$ cat config.mk
export PLATFORM = sky130hd
export DESIGN_NAME = irq_word_aggregator
export DESIGN_NICKNAME = d
export VERILOG_FILES = /design/src/rtl/aggr_pkg.sv /design/src/rtl/src_status_bank.sv /design/src/rtl/ctrl_reg_port.sv /design/src/rtl/irq_merge.sv /design/src/rtl/irq_word_aggregator.sv
export SDC_FILE = /design/constraint.sdc
export NUM_CORES = 1
export LEC_CHECK = 0
export BUFFER_PORTS_ARGS = -buffer_cell sky130_fd_sc_hd__buf_2
export CORE_ASPECT_RATIO = 0.6
export CORE_UTILIZATION = 30
export DETAILED_ROUTE_END_ITERATION = 6
export PLACE_DENSITY = 0.6
export SKIP_LAST_GASP = 1
export SLEW_MARGIN = 20
export SYNTH_ARGS = -nofsm -noshare
export SYNTH_HDL_FRONTEND = slang
export SYNTH_HIERARCHICAL = 1
export SYNTH_SLANG_ARGS = --single-unit
$ cat constraint.sdc
create_clock -name clk -period 1.52 [get_ports clk]
set_input_delay 0.228 -clock clk [delete_from_list [all_inputs] [get_ports clk]]
set_output_delay 0.228 -clock clk [all_outputs]
set_load 0.005 [all_outputs]
$ cat src/rtl/aggr_pkg.sv
package aggr_pkg;
    localparam int WORD_W  = 32;
    localparam int STS_OFS = 16;
endpackage

$ cat src/rtl/src_status_bank.sv
module src_status_bank #(
    parameter int N = 7
) (
    input  logic         clk,
    input  logic         rst_n,
    input  logic [N-1:0] req_i,
    input  logic [N-1:0] clr_i,
    output logic [N-1:0] sts_o
);
    typedef struct packed {
        logic [N-1:0] req;
        logic [N-1:0] sts;
    } bank_t;

    bank_t        st_d, st_q;
    logic [N-1:0] rise;

    always_comb begin
        rise     = req_i & ~st_q.req;
        st_d.req = req_i;
        // an edge in the same cycle as a clear wins
        st_d.sts = (st_q.sts & ~clr_i) | rise;
    end

    always_ff @(posedge clk) begin
        if (!rst_n) st_q <= '0;
        else        st_q <= st_d;
    end

    assign sts_o = st_q.sts;

    p_rise_sets_r2: assert property (@(posedge clk) disable iff (!rst_n)
        1'b1 |=> ((st_q.sts & $past(rise)) == $past(rise)));
    p_clear_r3: assert property (@(posedge clk) disable iff (!rst_n)
        1'b1 |=> ((st_q.sts & $past(clr_i & ~rise)) == '0));
    p_hold_r3: assert property (@(posedge clk) disable iff (!rst_n)
        1'b1 |=> ((st_q.sts & $past(st_q.sts & ~clr_i)) == $past(st_q.sts & ~clr_i)));
    p_set_wins_r4: assert property (@(posedge clk) disable iff (!rst_n)
        (|(rise & clr_i)) |=> ((st_q.sts & $past(rise & clr_i)) == $past(rise & clr_i)));
endmodule

$ cat src/rtl/ctrl_reg_port.sv
module ctrl_reg_port
    import aggr_pkg::*;
#(
    parameter int N        = 7,
    parameter int BASE     = 0,
    parameter int ADDR_W   = 8,
    parameter int REG_ADDR = 8'h18
) (
    input  logic              clk,
    input  logic              rst_n,
    input  logic              we_i,
    input  logic [ADDR_W-1:0] addr_i,
    input  logic [WORD_W-1:0] wdata_i,
    input  logic [N-1:0]      sts_i,
    output logic [N-1:0]      en_o,
    output logic [N-1:0]      clr_o,
    output logic [WORD_W-1:0] rdata_o
);
    localparam logic [WORD_W-1:0] FIELD_MASK =
        ((WORD_W'(1) << N) - WORD_W'(1)) << BASE |
        ((WORD_W'(1) << N) - WORD_W'(1)) << (BASE + STS_OFS);

    typedef struct packed {
        logic [N-1:0] en;
    } ctl_t;

    ctl_t st_d, st_q;
    logic hit;

    always_comb begin
        hit   = we_i && (addr_i == ADDR_W'(REG_ADDR));
        st_d  = st_q;
        clr_o = '0;
        if (hit) begin
            st_d.en = wdata_i[BASE +: N];
            clr_o   = wdata_i[BASE + STS_OFS +: N];
        end
    end

    always_ff @(posedge clk) begin
        if (!rst_n) st_q <= '0;
        else        st_q <= st_d;
    end

    always_comb begin
        rdata_o                         = '0;
        rdata_o[BASE +: N]              = st_q.en;
        rdata_o[BASE + STS_OFS +: N]    = sts_i;
    end

    assign en_o = st_q.en;

    p_en_write_r5: assert property (@(posedge clk) disable iff (!rst_n)
        hit |=> (st_q.en == $past(wdata_i[BASE +: N])));
    p_en_hold_r9: assert property (@(posedge clk) disable iff (!rst_n)
        !hit |=> $stable(st_q.en));
    p_unused_zero_r8: assert property (@(posedge clk) disable iff (!rst_n)
        (rdata_o & ~FIELD_MASK) == '0);
endmodule

$ cat src/rtl/irq_merge.sv
module irq_merge #(
    parameter int N = 7
) (
    input  logic         clk,
    input  logic         rst_n,
    input  logic [N-1:0] sts_i,
    input  logic [N-1:0] en_i,
    output logic         irq_o
);
    typedef struct packed {
        logic irq;
    } mrg_t;

    mrg_t st_d, st_q;

    always_comb begin
        st_d.irq = |(sts_i & en_i);
    end

    always_ff @(posedge clk) begin
        if (!rst_n) st_q <= '0;
        else        st_q <= st_d;
    end

    assign irq_o = st_q.irq;

    p_irq_follow_r6: assert property (@(posedge clk) disable iff (!rst_n)
        1'b1 |=> (st_q.irq == $past(|(sts_i & en_i))));
    p_level_r7: assert property (@(posedge clk) disable iff (!rst_n)
        (|(sts_i & en_i)) |=> st_q.irq);
endmodule

$ cat src/rtl/irq_word_aggregator.sv
module irq_word_aggregator
    import aggr_pkg::*;
#(
    parameter int NUM_SRC  = 7,
    parameter int BASE     = 0,
    parameter int ADDR_W   = 8,
    parameter int REG_ADDR = 8'h18
) (
    input  logic               clk,
    input  logic               rst_n,
    input  logic [NUM_SRC-1:0] irq_req,
    input  logic               bus_we,
    input  logic [ADDR_W-1:0]  bus_addr,
    input  logic [31:0]        bus_wdata,
    output logic [31:0]        bus_rdata,
    output logic               irq_out
);
    logic [NUM_SRC-1:0] sts, en, clr;

    ctrl_reg_port #(.N(NUM_SRC), .BASE(BASE), .ADDR_W(ADDR_W), .REG_ADDR(REG_ADDR)) u_port (
        .clk(clk), .rst_n(rst_n), .we_i(bus_we), .addr_i(bus_addr),
        .wdata_i(bus_wdata), .sts_i(sts), .en_o(en), .clr_o(clr), .rdata_o(bus_rdata)
    );

    src_status_bank #(.N(NUM_SRC)) u_bank (
        .clk(clk), .rst_n(rst_n), .req_i(irq_req), .clr_i(clr), .sts_o(sts)
    );

    irq_merge #(.N(NUM_SRC)) u_merge (
        .clk(clk), .rst_n(rst_n), .sts_i(sts), .en_i(en), .irq_o(irq_out)
    );

    p_reset_r1: assert property (@(posedge clk)
        !rst_n |=> (bus_rdata == '0 && !irq_out));
endmodule

==> results.json <==
{
  "diodes": 0,
  "crit_slowest_cell": "and4b_1",
  "fill_cells": 404,
  "crit_family": "simple AND/OR/NAND/NOR gates",
  "ioPinCount": 83,
  "globalplace.congestion": 0.672,
  "grt_most_used_layer": "met2",
  "synth_xor_area_frac": 0,
  "drt_pass1_iterations": 4,
  "min_from": "irq_req[4]",
  "setup.worst_path.start_class": "input pin",
  "drc": 0,
  "tns_ps": 0,
  "gr-usage-met3": 0.0381,
  "antenna_found_initial": 0,
  "grt_max_degree": 30,
  "cts.sink_count": 22,
  "yosysSeqAreaShare": 0.355,
  "clk_path_buf_depth": 2,
  "finalHoldViolations": 0,
  "r2r_cells": 2,
  "p_int_uw": 845,
  "wl_per_cell_um": 9.96,
  "num_rows": 17,
  "ys.warnings.count": 6,
  "synth_cells": 130,
  "final_common_cell": "buf_2",
  "synth_flop_cell": "dfxtp_1",
  "grt.met1_usage": 0.125,
  "fin_crit_sh": 0.741,
  "post_cts_buffers": 0,
  "critPathMaxFanout": 14,
  "synth_top_family_by_area": "buffers and inverters",
  "cts_hold_repair.buffers": 0,
  "finalPower_uw": 1090,
  "die_x_um": 85.0,
  "yosysTopAreaCellShare": 0.355,
  "combinationalPowerShare": 0.114,
  "ir_drop_uv": 339,
  "clock_skew_ps": 0.927,
  "cp.required_ps": 1670,
  "timing.rr.start": "u_bank/sts_o[3]",
  "critPathArrivalTime_ps": 1280,
  "slew_violations": 0,
  "syn_area_mm2": 0.00124,
  "synth_area_leaders": "dfxtp_1, buf_4, and2_2",
  "max_freq_mhz": 887,
  "p_per_area_mw_per_mm2": 827,
  "grt_overflow_total": 0,
  "drt_iter0_drc": 11,
  "grt_pass1_wl_um": 3250,
  "switching_share": 0.223,
  "tritoncts": "yes",
  "cts-root-buf": "clkbuf_8",
  "rsz0062_at_grt": "no",
  "start_util": 0.326,
  "routed_wl_um": 2000,
  "cp_slowest_stage_delay_ps": 270,
  "worst-path-buf-inv": 2,
  "area_growth_pct": 6.05,
  "grt_pass1_vias": 696,
  "synth_seq_cells": 22,
  "mostFrequentLayoutCells": "buf_2, dfxtp_1, conb_1, and2_2, nand2_1",
  "port_buffers": 46,
  "synth.avg_cell_area_um2": 9.54,
  "utilization": 0.345,
  "min_path_type": "in2reg",
  "synthMuxAreaShare": 0.0565,
  "final_area_mm2": 0.00132,
  "min_to": "u_bank/st_q[11]",
  "insertion_delay_ps": 250,
  "min_path_cells": 2,
  "finalSetupViolations": 0,
  "grt_usage": 0.0971,
  "ys_types": 19,
  "p_seq_frac": 0.564,
  "leakage_uw": 0.000633,
  "cap_violations": 0,
  "numCtsBuffers": 3,
  "seq_area_um2": 440,
  "dieArea_mm2": 0.00440,
  "coreArea_mm2": 0.00381,
  "path_class": "in2reg",
  "cts_resized": 0,
  "synth-edff-count": 0,
  "end_kind": "flop",
  "path_clk_slew_ps": 70,
  "die_h_um": 51.8,
  "rrSetupSlack_ps": 530,
  "cp_cell_sequence": "buf_2 > nor4bb_1 > and4b_1 > buf_12 > and2_2 > nand2b_1 > a21boi_2",
  "via_per_inst": 3.75,
  "grtUsageMet2": 0.157,
  "power_frac_clock": 0.322,
  "status": "complete, no violations",
  "async_flop_share": 0,
  "postRouteAntennaNets": 0,
  "p_sw_uw": 243,
  "post_dp_cell_area_mm2": 0.00127,
  "num-nets-final": 206,
  "hold_slack_ps": 191,
  "h-tree-depth": 1,
  "dpl.hpwl_um": 1580,
  "synth_compound_area_frac": 0.0888,
  "layout-drive-gt1-share": 0.461,
  "multiInputGateArea_um2": 520,
  "min_period_ps": 1130,
  "r2r-end": "u_merge/irq_o",
  "yosys.area.top_type": "dfxtp_1",
  "num_vias": 753,
  "synth_fa_ha_area_frac": 0,
  "synthSimpleGateAreaFrac": 0.220
}
cell usage after synthesis (2+ instances only):
master and number:
nand2_1 14, a22oi_1 2, and2_2 14, a21boi_2 7
dfxtp_1 22, nand2b_1 12, or2b_1 2, buf_6 2
mux2i_1 7, buf_4 39
worst max-delay path by stage:
| stage | startpoint | to | slack, ps | depth (start not counted) |
|---|---|---|---|---|
| 2_1_floorplan | bus_addr[7] | u_bank/sts_o[0] | 220 | 7 |
| 3_3_place_gp | bus_addr[7] | u_bank/sts_o[6] | 80 | 7 |
| 3_5_place_dp | bus_addr[7] | u_bank/sts_o[6] | 100 | 7 |
| 4_1_cts | bus_addr[7] | u_bank/sts_o[6] | 380 | 7 |
| 5_1_grt | bus_addr[7] | u_bank/sts_o[1] | 340 | 7 |
| 6_report | bus_addr[7] | u_bank/sts_o[6] | 390 | 7 |
metal layers:
| metal | wire (um) | share of wire |
|---|---|---|
| met3 | 129 | 0.064 |
| met5 | 0 | 0 |
| met2 | 879 | 0.44 |
| met1 | 992 | 0.50 |
| met4 | 0 | 0 |
power groups by stage:
stage	clock network, uW	registers [uW]	logic (uW)
detailed placement	0	628	126
CTS	370	614	126
global placement	0	627	124
global route	402	617	143
floorplan	0	621	141
finish	351	613	124
metrics by stage:
stage / cells / worst slack (ps)
after floorplan: 147 / 225
final: 201 / 393
after global routing: 201 / 336
after CTS: 201 / 384
after global placement: 198 / 75.9
after detailed placement: 198 / 101
cell type report:
class / instances / share of cell area
tap: 47 / 0.0447
clock buffer: 3 / 0.0314
multi-input combinational: 81 / 0.396
sequential: 22 / 0.335
inverter: 1 / 0.00285
timing repair buffer: 47 / 0.190
state kept, by name, summed over array words and instances, names as in the netlist:
signal / cells
u_merge/irq_o: 1
u_port/en_o: 7
u_bank/sts_o: 7
u_bank/st_q: 7
logic make-up (layout without fill, tap and decap cells):
| family | after synthesis | count (layout) |
|---|---|---|
| other cells | 1 | 18 |
| mux | 7 | 7 |
| simple gates | 45 | 45 |
| flops | 22 | 22 |
| buf+inv | 44 | 51 |
| compound gates | 11 | 11 |
Note: power is estimated with default switching activity, not from simulation.
